<file path="config.mk">
export PLATFORM = sky130hd
export DESIGN_NAME = spdif_tx
export DESIGN_NICKNAME = d
export VERILOG_FILES = /design/src/rtl/spdif_pkg.sv /design/src/rtl/spdif_cell_timer.sv /design/src/rtl/spdif_sample_src.sv /design/src/rtl/spdif_subframe_word.sv /design/src/rtl/spdif_bmc_enc.sv /design/src/rtl/spdif_tx.sv
export SDC_FILE = /design/constraint.sdc
export NUM_CORES = 1
export LEC_CHECK = 0
export CAP_MARGIN = 20
export CORE_AREA = 3 3 173 175
export CTS_CLUSTER_SIZE = 8
export DETAILED_ROUTE_END_ITERATION = 8
export DIE_AREA = 0 0 176 178
export PLACE_DENSITY = 0.63
export SKIP_LAST_GASP = 1
export SLEW_MARGIN = 20
export SYNTH_ARGS = -nofsm -noshare
export SYNTH_HDL_FRONTEND = slang
export SYNTH_SLANG_ARGS = --single-unit
export TNS_END_PERCENT = 30
</file>
<file path="constraint.sdc">
create_clock -name clk -period 3.3 [get_ports clk]
set_input_delay 0.33 -clock clk [delete_from_list [all_inputs] [get_ports clk]]
set_output_delay 0.33 -clock clk [all_outputs]
set_load 0.02 [all_outputs]
</file>
<file path="src/rtl/spdif_pkg.sv">
package spdif_pkg;
    localparam int AUD_BITS       = 24;
    localparam int SLOT_COUNT     = 32;
    localparam int PRE_SLOTS      = 4;
    localparam int CELLS_PER_SLOT = 2;
    localparam int SUB_PER_FRAME  = 2;
    localparam int PRE_CELLS      = PRE_SLOTS * CELLS_PER_SLOT;
    localparam int SLOT_W         = $clog2(SLOT_COUNT);
    localparam int PCELL_W        = $clog2(PRE_CELLS);

    typedef enum logic [1:0] {
        PRE_BLOCK,
        PRE_CHA,
        PRE_CHB
    } pre_kind_e;

    typedef struct packed {
        logic [AUD_BITS-1:0] left;
        logic [AUD_BITS-1:0] right;
        logic [1:0]          vf;
        logic [1:0]          uf;
        logic [1:0]          cf;
    } pair_t;

    typedef struct packed {
        logic              run;
        logic              sub;
        logic [SLOT_W-1:0] slot;
        logic              half;
    } cell_pos_t;

    // Sync pattern, first cell in the MSB, for a line that was low before it.
    function automatic logic [PRE_CELLS-1:0] pre_pattern(input pre_kind_e kind);
        case (kind)
            PRE_BLOCK: return 8'b1110_1000;
            PRE_CHA:   return 8'b1110_0010;
            default:   return 8'b1110_0100;
        endcase
    endfunction
endpackage

</file>
<file path="src/rtl/spdif_cell_timer.sv">
module spdif_cell_timer
    import spdif_pkg::*;
#(
    parameter int FRAMES = 192
) (
    input  logic                      clk,
    input  logic                      rst,
    input  logic                      en,
    output cell_pos_t                 pos,
    output logic [$clog2(FRAMES)-1:0] frame_idx,
    output logic                      fetch
);
    localparam int CELLS = SUB_PER_FRAME * SLOT_COUNT * CELLS_PER_SLOT;
    localparam int CW    = $clog2(CELLS);
    localparam int FW    = $clog2(FRAMES);
    localparam logic [CW-1:0] LAST_CELL  = CW'(CELLS - 1);
    localparam logic [FW-1:0] LAST_FRAME = FW'(FRAMES - 1);

    logic [CW-1:0] cc_q;
    logic [FW-1:0] frm_q;
    logic          run_q;

    // Idle parks on the last cell of the last frame, so the first enabled
    // cycle is a fetch and the first sent frame is frame 0.
    always_ff @(posedge clk) begin
        if (rst || !en) begin
            cc_q  <= LAST_CELL;
            frm_q <= LAST_FRAME;
            run_q <= 1'b0;
        end else begin
            run_q <= 1'b1;
            if (cc_q == LAST_CELL) begin
                cc_q  <= '0;
                frm_q <= (frm_q == LAST_FRAME) ? '0 : frm_q + 1'b1;
            end else begin
                cc_q <= cc_q + 1'b1;
            end
        end
    end

    always_comb begin
        pos.run  = run_q;
        pos.sub  = cc_q[CW-1];
        pos.slot = cc_q[CW-2:1];
        pos.half = cc_q[0];
    end

    assign frame_idx = frm_q;
    assign fetch     = en && (cc_q == LAST_CELL);

    // the frame number moves only at a frame boundary
    assert_frame_hold_R9: assert property (@(posedge clk) disable iff (rst)
        (en && cc_q != LAST_CELL) |=> $stable(frm_q));
endmodule

</file>
<file path="src/rtl/spdif_sample_src.sv">
module spdif_sample_src
    import spdif_pkg::*;
(
    input  logic  clk,
    input  logic  rst,
    input  logic  fetch,
    input  logic  valid,
    input  pair_t in_pair,
    output logic  ready,
    output pair_t hold,
    output logic  underrun
);
    pair_t hold_q;
    logic  unf_q;

    assign ready    = fetch;
    assign hold     = hold_q;
    assign underrun = unf_q;

    always_ff @(posedge clk) begin
        if (rst) begin
            hold_q <= '0;
            unf_q  <= 1'b0;
        end else if (fetch) begin
            if (valid) hold_q <= in_pair;
            else       unf_q  <= 1'b1;
        end
    end

    assert_unf_sticky_R10: assert property (@(posedge clk) disable iff (rst)
        unf_q |=> unf_q);

    assert_repeat_pair_R10: assert property (@(posedge clk) disable iff (rst)
        (fetch && !valid) |=> $stable(hold_q));
endmodule

</file>
<file path="src/rtl/spdif_subframe_word.sv">
module spdif_subframe_word
    import spdif_pkg::*;
#(
    parameter int FRAMES = 192
) (
    input  pair_t                     hold,
    input  logic                      sub,
    input  logic [$clog2(FRAMES)-1:0] frame_idx,
    input  logic [FRAMES-1:0]         cs_a,
    input  logic [FRAMES-1:0]         cs_b,
    input  logic                      sel_v,
    input  logic                      sel_u,
    input  logic                      sel_c,
    input  logic                      man_v,
    input  logic                      man_u,
    output logic [SLOT_COUNT-1:0]     word
);
    localparam int PAY_W = SLOT_COUNT - 1 - PRE_SLOTS;

    logic [AUD_BITS-1:0] aud;
    logic                vb, ub, cb, bank_bit;
    logic [PAY_W-1:0]    pay;

    always_comb begin
        aud      = sub ? hold.right : hold.left;
        bank_bit = sub ? cs_b[frame_idx] : cs_a[frame_idx];
        vb       = sel_v ? hold.vf[sub] : man_v;
        ub       = sel_u ? hold.uf[sub] : man_u;
        cb       = sel_c ? hold.cf[sub] : bank_bit;
        pay      = {cb, ub, vb, aud};
        word     = {^pay, pay, {PRE_SLOTS{1'b0}}};
    end
endmodule

</file>
<file path="src/rtl/spdif_bmc_enc.sv">
module spdif_bmc_enc
    import spdif_pkg::*;
(
    input  logic                  clk,
    input  logic                  rst,
    input  cell_pos_t             pos,
    input  logic                  block_first,
    input  logic [SLOT_COUNT-1:0] word,
    output logic                  line
);
    localparam logic [PCELL_W-1:0] PC_TOP = PCELL_W'(PRE_CELLS - 1);

    logic                 line_q, pol_q, ref_lvl, nxt, is_pre, bit_v;
    logic [PCELL_W-1:0]   pcell;
    pre_kind_e            kind;
    logic [PRE_CELLS-1:0] pat;

    always_comb begin
        is_pre  = pos.slot < SLOT_W'(PRE_SLOTS);
        pcell   = {pos.slot[PCELL_W-2:0], pos.half};
        kind    = pos.sub ? PRE_CHB : (block_first ? PRE_BLOCK : PRE_CHA);
        pat     = pre_pattern(kind);
        ref_lvl = (pcell == '0) ? line_q : pol_q;
        bit_v   = word[pos.slot];
        if (is_pre)        nxt = pat[PC_TOP - pcell] ^ ref_lvl;
        else if (!pos.half) nxt = ~line_q;
        else               nxt = line_q ^ bit_v;
    end

    always_ff @(posedge clk) begin
        if (rst || !pos.run) begin
            line_q <= 1'b0;
            pol_q  <= 1'b0;
        end else begin
            line_q <= nxt;
            if (is_pre && pcell == '0) pol_q <= line_q;
        end
    end

    assign line = line_q;

    assert_slot_edge_R3: assert property (@(posedge clk) disable iff (rst)
        (pos.run && !is_pre && !pos.half) |=> (line_q != $past(line_q)));

    assert_zero_no_mid_R3: assert property (@(posedge clk) disable iff (rst)
        (pos.run && !is_pre && pos.half && !bit_v) |=> $stable(line_q));

    assert_sync_open_R4: assert property (@(posedge clk) disable iff (rst)
        (pos.run && is_pre && pcell == '0) |=> (line_q != $past(line_q)));
endmodule

</file>
<file path="src/rtl/spdif_tx.sv">
module spdif_tx
    import spdif_pkg::*;
#(
    parameter int FRAMES = 192
) (
    input  logic                clk,
    input  logic                rst,
    input  logic                tx_en,
    input  logic                smp_valid,
    output logic                smp_ready,
    input  logic [AUD_BITS-1:0] smp_left,
    input  logic [AUD_BITS-1:0] smp_right,
    input  logic [1:0]          smp_vflag,
    input  logic [1:0]          smp_uflag,
    input  logic [1:0]          smp_cflag,
    input  logic                v_src_stream,
    input  logic                u_src_stream,
    input  logic                c_src_stream,
    input  logic                v_manual,
    input  logic                u_manual,
    input  logic [FRAMES-1:0]   cs_chan_a,
    input  logic [FRAMES-1:0]   cs_chan_b,
    output logic                spdif_out,
    output logic                underrun
);
    localparam int FW = $clog2(FRAMES);

    cell_pos_t             pos;
    logic [FW-1:0]         frame_idx;
    logic                  fetch;
    pair_t                 in_pair, hold;
    logic [SLOT_COUNT-1:0] word;

    assign in_pair = '{left: smp_left, right: smp_right,
                       vf: smp_vflag, uf: smp_uflag, cf: smp_cflag};

    spdif_cell_timer #(.FRAMES(FRAMES)) u_timer (
        .clk(clk), .rst(rst), .en(tx_en),
        .pos(pos), .frame_idx(frame_idx), .fetch(fetch)
    );

    spdif_sample_src u_src (
        .clk(clk), .rst(rst), .fetch(fetch), .valid(smp_valid),
        .in_pair(in_pair), .ready(smp_ready), .hold(hold), .underrun(underrun)
    );

    spdif_subframe_word #(.FRAMES(FRAMES)) u_word (
        .hold(hold), .sub(pos.sub), .frame_idx(frame_idx),
        .cs_a(cs_chan_a), .cs_b(cs_chan_b),
        .sel_v(v_src_stream), .sel_u(u_src_stream), .sel_c(c_src_stream),
        .man_v(v_manual), .man_u(u_manual), .word(word)
    );

    spdif_bmc_enc u_enc (
        .clk(clk), .rst(rst), .pos(pos), .block_first(frame_idx == '0),
        .word(word), .line(spdif_out)
    );

    assert_idle_ready_R2: assert property (@(posedge clk) disable iff (rst)
        !tx_en |-> !smp_ready);

    assert_idle_line_R11: assert property (@(posedge clk) disable iff (rst)
        (!tx_en && !pos.run) |=> !spdif_out);
endmodule

</file>
==> impl_metrics.toml, run 1 <==
[placed_design]
io_buffers = 449
post-dp-hpwl_um = 29000
gp_congestion = 0.917

[yosys]
synthTopCellsByArea = "mux4_2, dfxtp_1, nand2_1, a21oi_1, xnor2_1"
async_flop_share_pct = 0
seq_area_frac_synth_pct = 21.2
synth_ff_type = "dfxtp_1"
yosysWarnings = 0
yosys.area.top_type = "mux4_2"
syn_area_per_cell_um2 = 9.74
synthCells = 709
synth_edf_count = 0
netlist_area_um2 = 6910
yosysMostFrequentCell = "nand2_1"
synth_commonest_cells = "nand2_1, mux4_2, a21oi_1, dfxtp_1, clkbuf_1"
synth_seq_cells = 73
synth_nets = 1160
yosysTopAreaCellShare_pct = 33.2
ys_types = 53

[routing]
drt-total-wl_um = 34300
drc_errors = 0
first_pass_iters = 5
antenna_left = 0
via_per_inst = 5.03
wl_per_cell_um = 22.4
drtIter0Drc = 473
num_vias = 7692

[global_route]
grt_max_degree = 58
antenna_found_initial = 0
gr-total-overflow = 0
grt_pass1_vias = 8203
grt_pass1_wl_um = 49700
grtUsageTotal_pct = 21.2

[power]
ir_drop_uv = 177
p_leak_nw = 4.52
switching_share_pct = 31.2
power_mw = 4.00
combPwrFrac_pct = 48.1
seq_power_share_pct = 25.5
p_clk_share_pct = 26.4
power_density_nw_per_um2 = 327
p_switching_mw = 1.25
power.internal_mw = 2.75

[cells_and_area]
nNetsFinal = 1591
layout-drive-gt1-share_pct = 14.4
fillCellCount = 2773
regArea_um2 = 1470
multi_input_area_um2 = 5060
syn2layout_area_growth_pct = 77.0

[critical_path]
arrival_ps = 3270
timing.rr.end = "u_enc.line"
r2r-start = "u_timer.frame_idx[0]"
reg2regPathDepth = 11
end_kind = "register"
critPathMaxFanout = 15
path_class = "register to register"
critPathLaunchType = "register"
critPathRequiredTime_ps = 3520
r2r_slack_ps = 260

[floorplanning]
die-area_um2 = 31300
pin_count = 450
num_rows = 62
die_x_um = 176
start_util_pct = 24.1
fp.coreArea_um2 = 28600
die_height_um = 178

[timing]
period_needed_ps = 3040
hold_violations = 0
finClkSkew_ps = 9.02
setup_violations = 0
finalMaxSlewViolations = 0
slew_headroom_pct = 43.1
tightest_slew_ps = 849
fmax_ghz = 0.329
setup-tns-final_ps = 0
finalCritPeriodShare_pct = 92.2
rsz0062_at_grt = "no"

[cts]
cts_setup_buffers = 0
clockRootBuffer = "clkbuf_16"
htree_levels = 3
clock_sinks = 73
cts_buffers = 9
clockBufferDepth = 2
hold_buffers = 0
cts-resized-gates = 0
cts_tree = "yes"
clock_latency_ps = 340
clk_pin_slew_ps = 60

[flow_run]
cap_violations = 0

[outcome]
status = "finished, final reports clean"

[min_path]
min_from = "u_src.hold[0]"
hp-class = "register to register"
min_to = "u_src.hold[0]"
hold_depth = 2
layer usage:
layer,share of wire (%),routed length [um],vias up,global-route usage [%]
met5,0,0,-,0
met4,2.5,846,0,6.14
li1,-,-,3560,-
met3,7.2,2470,44,4.56
met2,50,17000,343,36.8
met1,41,14000,3745,26.5
power groups by stage:
stage | Sequential [mW] | Clock [mW] | Combinational, mW
floorplan | 0.982 | 0 | 1.07
global placement | 1.04 | 0 | 1.92
detailed placement | 1.04 | 0 | 1.93
CTS | 1.02 | 1.07 | 1.94
global route | 1.03 | 1.10 | 2.06
finish | 1.02 | 1.06 | 1.93
per-stage QoR:
stage | instances | util (%) | hold slack (ps) | area, um2 | setup WS, ps
after global routing | 1529 | 42.7 | 477 | 12200 | 9.89
after floorplan | 709 | - | 433 | 6910 | 528
final | 1530 | 42.7 | 454 | 12200 | 258
after global placement | 1513 | 41.6 | 440 | 11900 | 132
after CTS | 1529 | 42.7 | 455 | 12200 | 247
after detailed placement | 1513 | 41.6 | 446 | 11900 | 181
worst max-delay path, stage by stage (launching register included):
cell and delay, ps:
dfxtp_4 400, buf_12 190, mux4_1 600, a22o_1 270, a221oi_2 210, o21ai_1 130
or4_1 430, o211ai_2 190, xnor2_1 150, o221ai_2 130, xnor2_1 150, a21oi_1 80
cell families after synthesis:
| kind of cell | Yosys count | synth area share [%] |
|---|---|---|
| XOR/XNOR | 47 | 6.16 |
| buffers and inverters | 79 | 5.70 |
| AND/OR/NAND/NOR | 228 | 14.4 |
| flip-flops | 73 | 21.2 |
| AO/OA/AOI/OAI | 150 | 13.4 |
| multiplexers | 128 | 38.4 |
| adder cells (fa/ha/maj) | 4 | 0.724 |
cells in the final DEF (no fill, tap or decap), drive strengths merged, types with 2 or more instances in the layout:
| cell type | count |
|---|---|
| clkdlybuf4s50 | 449 |
| nand2 | 139 |
| mux4 | 108 |
| a21oi | 78 |
| dfxtp | 73 |
| buf | 39 |
| xnor2 | 29 |
| nor2 | 28 |
| a22oi | 24 |
| mux2i | 19 |
| xor2 | 17 |
| o21ai | 16 |
| nor3 | 12 |
| inv | 12 |
| clkbuf | 10 |
| nand3 | 9 |
| and3 | 7 |
| nand2b | 6 |
| a211oi | 5 |
| and2 | 5 |
| o211ai | 5 |
| nor2b | 5 |
| nand3b | 4 |
| a31oi | 4 |
| o311ai | 4 |
| ha | 4 |
| nand4 | 3 |
| nor4 | 3 |
| o22ai | 3 |
| clkinv | 3 |
| nor3b | 2 |
| a221oi | 2 |
| or4 | 2 |
| or3 | 2 |
| o2111ai | 2 |
| bufinv | 2 |
state kept, by name, indices dropped and copies added (netlist names):
register	count
u_enc.line	1
u_timer.cc_q	7
u_src.underrun	1
u_src.hold	54
u_timer.run_q	1
u_enc.pol_q	1
u_timer.frame_idx	8
cell type report:
class / instances / share of cell area, %
Antenna cell: 1 / 0.0205
Clock buffer: 10 / 1.87
Clock inverter: 6 / 0.726
Inverter: 11 / 0.338
Multi-Input combinational cell: 557 / 41.3
Sequential cell: 73 / 12.0
Tap cell: 384 / 3.93
Timing Repair Buffer: 488 / 39.8
worst max path at each step:
stage / start / endpoint / slack, ps / cells past startpoint
2_1_floorplan: u_timer.frame_idx[0] / u_enc.line / 530 / 11
3_3_place_gp: cs_chan_a[171] / u_enc.line / 130 / 10
3_5_place_dp: cs_chan_a[171] / u_enc.line / 180 / 10
4_1_cts: u_timer.frame_idx[0] / u_enc.line / 250 / 11
5_1_grt: u_timer.frame_idx[1] / u_enc.line / 10 / 9
6_report: u_timer.frame_idx[0] / u_enc.line / 260 / 11
(Power assumes the default switching activity.)
==> run 2: changes to the inputs <==
- CORE_AREA: 3 3 173 175 -> 2 2 177 179
- DIE_AREA: 0 0 176 178 -> 0 0 179 181
- PLACE_DENSITY: 0.63 -> 0.61
- SETUP_SLACK_MARGIN: default -> 0.1
==> run 2 against run 1 <==
Effect of this change:
- power shrank 1.5%
- combinational power is 3% higher
- via count increased by 1.6%
- sequential share of layout area shrank 0.16 points
- largest cell class unchanged
- routed wire length up 2.4%
- first-iteration DRC count increased by 6.1%
- cell area rose by 1.4%
- setup slack improved by 11 ps
- flip-flop and latch count stayed put
- register-to-register slack improved by 30 ps
- clock power fell by 11%
==> impl_metrics.toml, run 2 (synthesis gave the netlist of run 1 again) <==
[cts]
clock_sinks = 73
cts_tree = "yes"
hold_buffers = 0
clockRootBuffer = "clkbuf_16"
clock_latency_ps = 340
htree_levels = 3
clk_pin_slew_ps = 60
clockBufferDepth = 2
cts_buffers = 9

[timing]
setup_violations = 0
finClkSkew_ps = 10.6
slew_headroom_pct = 38.0
tightest_slew_ps = 926
hold_violations = 0
whs_ps = 457
rsz0062_at_grt = "no"
finalMaxSlewViolations = 0
period_needed_ps = 3030
finalCritPeriodShare_pct = 91.9
setup-tns-final_ps = 0
fmax_ghz = 0.330

[global_route]
grt_pass1_vias = 8168
met2_usage_pct = 35.1
gr-total-overflow = 0
grt_pass1_wl_um = 50600
grtUsageTotal_pct = 21.1
grt_use_met1_pct = 25.2
antenna_found_initial = 11
top_usage_layer = "met2"
grt_use_met3_pct = 7.53
grt_max_degree = 58

[floorplanning]
fp.coreArea_um2 = 30300
start_util_pct = 22.8
pin_count = 450
die_x_um = 179
die_height_um = 181
num_rows = 64
die-area_um2 = 32400

[routing]
first_pass_iters = 6
via_per_inst = 5.02
num_vias = 7812
drc_errors = 0
wl_per_cell_um = 22.6
drt-total-wl_um = 35100
antenna_left = 0
drtIter0Drc = 502

[cells_and_area]
regArea_um2 = 1470
fillCellCount = 2919
multi_input_area_um2 = 5070
final_cell_mix = "clkdlybuf4s50_1, nand2_1, mux4_2"
syn2layout_area_growth_pct = 79.5
final_common_cell = "clkdlybuf4s50_1"
stdcell_area_um2 = 12400
layout-drive-gt1-share_pct = 15.7
largest_register_ffs = 54
nNetsFinal = 1602

[critical_path]
cp_common_cell = "and3_1"
path_cells = "ha_1 > and3_1 > and3_1 > and3_1 > clkdlybuf4s50_1"
arrival_ps = 2700
cp_slowest_cell = "clkdlybuf4s50_1"
cp_top_family = "simple AND/OR/NAND/NOR gates"
critPathMaxFanout = 7
crit_cells = 5
critPathBufInv = 1
critPathLaunchType = "register"
path_class = "register to output port"
critPathRequiredTime_ps = 2970
reg2regPathDepth = 11
cp_slowest_stage_delay_ps = 620
end_kind = "output port"

[placed_design]
io_buffers = 449
gp_congestion = 0.917
post-dp-hpwl_um = 29900
place_area_um2 = 12000

[outcome]
status = "finished, final reports clean"

[power]
power_density_nw_per_um2 = 318
power_mw = 3.94
ir_drop_uv = 190
p_leak_nw = 4.58

[flow_run]
cap_violations = 0

[min_path]
hold_depth = 2
hp-class = "register to register"
-- run 2: per-layer routing --
metal	vias up	wire length (um)
met5	-	60
met4	10	1080
met3	65	3440
met2	375	16700
met1	3765	13800
li1	3597	-
-- run 2: worst paths after layout --
path                                            from            end  slack, ps
worst min register to register         u_src.hold[2]  u_src.hold[2]        460
worst max register to register  u_timer.frame_idx[2]     u_enc.line        290
worst min-delay path                   u_src.hold[2]  u_src.hold[2]        460
worst max-delay path                 u_timer.cc_q[1]      smp_ready        270
-- run 2: power by group --
part	internal (mW)	switching (mW)
Sequential	0.932	0.0781
Clock	0.524	0.424
Combinational	1.19	0.792
Total	2.65	1.29
-- run 2: area by class of cell --
cell class / instances / area share (%)
Antenna cell: 4 / 0.0807
Clock buffer: 9 / 1.82
Clock inverter: 7 / 0.494
Inverter: 11 / 0.333
Multi-Input combinational cell: 557 / 40.9
Sequential cell: 73 / 11.9
Tap cell: 396 / 4.00
Timing Repair Buffer: 499 / 40.5
-- run 2: worst min-delay path: cells and delay by family, from the launching register on --
kind               cells  cell delay, ps
DFF                    1             310
and+or+nand+nor        1              50
AOI/OAI and AO/OA      1              50
-- run 2: what timing repair did --
action	in CTS	in global routing
gates resized for setup	0	4
endpoints found under the setup margin	0	1
setup buffers	0	9
endpoints found under the hold margin	0	0
-- run 2: stage by stage --
step           std cells  util (%)  setup WS [ps]
2_1_floorplan        709         -            528
3_3_place_gp        1526      39.4            160
3_5_place_dp        1526      39.4            160
4_1_cts             1542      40.4            136
5_1_grt             1553      40.8           94.8
6_report            1556      40.9            269
==> run 3: changes to the inputs <==
- REMOVE_ABC_BUFFERS: default -> 1
==> run 3 against run 2 <==
Effect of this change:
- maximum frequency fell by 1.5%
- flip-flop and latch count unchanged
- global-route usage shrank 0.90 points
- clock skew about the same
- cell area increased by 2.0%
- sequential share of layout area down 0.23 points
- clock power up 2.3%
- setup slack worse by 46 ps
- critical endpoint is now u_enc.line
- largest power group unchanged
==> impl_metrics.toml, run 3 (synthesis gave the netlist of run 1 again) <==
[placed_design]
place_area_um2 = 12000
io_buffers = 449
gp_congestion = 0.891
place_ws_ps = 42.8
post-dp-hpwl_um = 28400
dp_cells = 1528

[floorplanning]
start_util_pct = 22.8
pin_count = 450
die-area_um2 = 32400
num_rows = 64
fp.coreArea_um2 = 30300
die_x_um = 179
die_height_um = 181

[outcome]
status = "finished, final reports clean"

[routing]
drt-total-wl_um = 34300
drtIter0Drc = 470
wl_per_cell_um = 21.9
num_vias = 7821
antenna_left = 0
first_pass_iters = 5
drc_errors = 0
via_per_inst = 5.00

[power]
ir_drop_uv = 291
power_density_nw_per_um2 = 323
p_leak_nw = 4.72
power_mw = 4.08

[critical_path]
path_cells = "buf_12 > clkbuf_16 > mux4_2 > a22o_1 > a221oi_4 > o21ai_2 > or4_1 > o211ai_2 > xnor2_2 > o221ai_2 > xnor2_1 > a21oi_1"
arrival_ps = 3300
cp_slowest_stage_delay_ps = 510
critPathBufInv = 2
timing.rr.end = "u_enc.line"
crit_cells = 12
cp_top_family = "compound AO/OA/AOI/OAI gates"
cp_slowest_cell = "mux4_2"
critPathMaxFanout = 7
critPathRequiredTime_ps = 3520
end_kind = "register"
r2r-start = "u_timer.frame_idx[0]"
critPathLaunchType = "register"
reg2regPathDepth = 12
path_class = "register to register"
r2r_slack_ps = 220

[timing]
tightest_slew_ps = 616
setup-tns-final_ps = 0
hold_violations = 0
finalCritPeriodShare_pct = 93.2
setup_violations = 0
whs_ps = 455
finalMaxSlewViolations = 0
period_needed_ps = 3080
fmax_ghz = 0.325
final.setup.worst_slack_ps = 223
rsz0062_at_grt = "yes"
finClkSkew_ps = 10.7
slew_headroom_pct = 58.9

[cells_and_area]
stdcell_area_um2 = 12600
largest_register_ffs = 54
final_core_util_pct = 41.7
final_common_cell = "clkdlybuf4s50_1"
final_cell_mix = "clkdlybuf4s50_1, nand2_1, mux4_2"
layout-drive-gt1-share_pct = 17.1
instances_no_fill = 1565
nNetsFinal = 1614
syn2layout_area_growth_pct = 83.0

[flow_run]
cap_violations = 0

[cts]
clockRootBuffer = "clkbuf_16"
clock_sinks = 73
htree_levels = 3
clock_latency_ps = 340
clockBufferDepth = 2
hold_buffers = 0
cts_tree = "yes"
clk_pin_slew_ps = 60
cts_buffers = 9

[min_path]
min_to = "u_src.hold[4]"
hp-class = "register to register"
hold_depth = 2
min_from = "u_src.hold[4]"

[global_route]
grt_pass1_vias = 8028
grt_max_degree = 58
grt_pass1_wl_um = 48500
gr-total-overflow = 0
antenna_found_initial = 5
grtUsageTotal_pct = 20.2
-- run 3: cell types whose count changed in the layout (fill, tap and decap cells not counted), sizes merged --
| cell | delta |
|---|---|
| bufinv | +1 |
| clkinvlp | -2 |
| clkbuf | +4 |
| buf | +10 |
| clkdlybuf4s50 | -1 |
| diode | -2 |
| clkinv | +1 |
| inv | -2 |
-- run 3: cell type report --
cell class | count | area, um2
inverters | 11 | 41.3
well taps | 396 | 495
clock inverters | 5 | 55.1
repair buffers | 511 | 5210
clock buffers | 10 | 229
multi-input cells | 557 | 5130
diodes | 2 | 5.00
flip-flops and latches | 73 | 1470
fillers | 2963 | 17700
-- run 3: worst max path at each step --
stage,start,slack (ps),to
2_1_floorplan,u_timer.frame_idx[0],-2290,u_enc.line
3_3_place_gp,cs_chan_a[138],20,u_enc.line
3_5_place_dp,cs_chan_a[138],40,u_enc.line
4_1_cts,u_timer.frame_idx[0],110,u_enc.line
5_1_grt,u_timer.frame_idx[0],90,u_enc.line
6_report,u_timer.frame_idx[0],220,u_enc.line
-- run 3: power breakdown --
group	switching, mW	internal, mW
Sequential	0.0775	0.932
Clock	0.387	0.582
Combinational	0.837	1.27
-- run 3: metal layers --
layer | wire length [um] | GRT usage, % | part of all wire, %
met1 | 13800 | 25.5 | 40
met4 | 888 | 6.18 | 2.6
met3 | 2850 | 4.36 | 8.3
met2 | 16700 | 34.3 | 49
met5 | 25 | 0 | 0.073
-- run 3: what timing repair did --
action	4_1_cts	5_1_grt
setup buffers	0	16
setup endpoints to repair	1	1
endpoints found under the hold margin	0	0
pin swaps	0	8
resized for setup	1	20
cloned	0	4
-- run 3: tightest hold or removal path, cell delays in order, from the launching register on --
cell,delay (ps)
dfxtp_1,310
nand2_1,50
a21oi_1,50
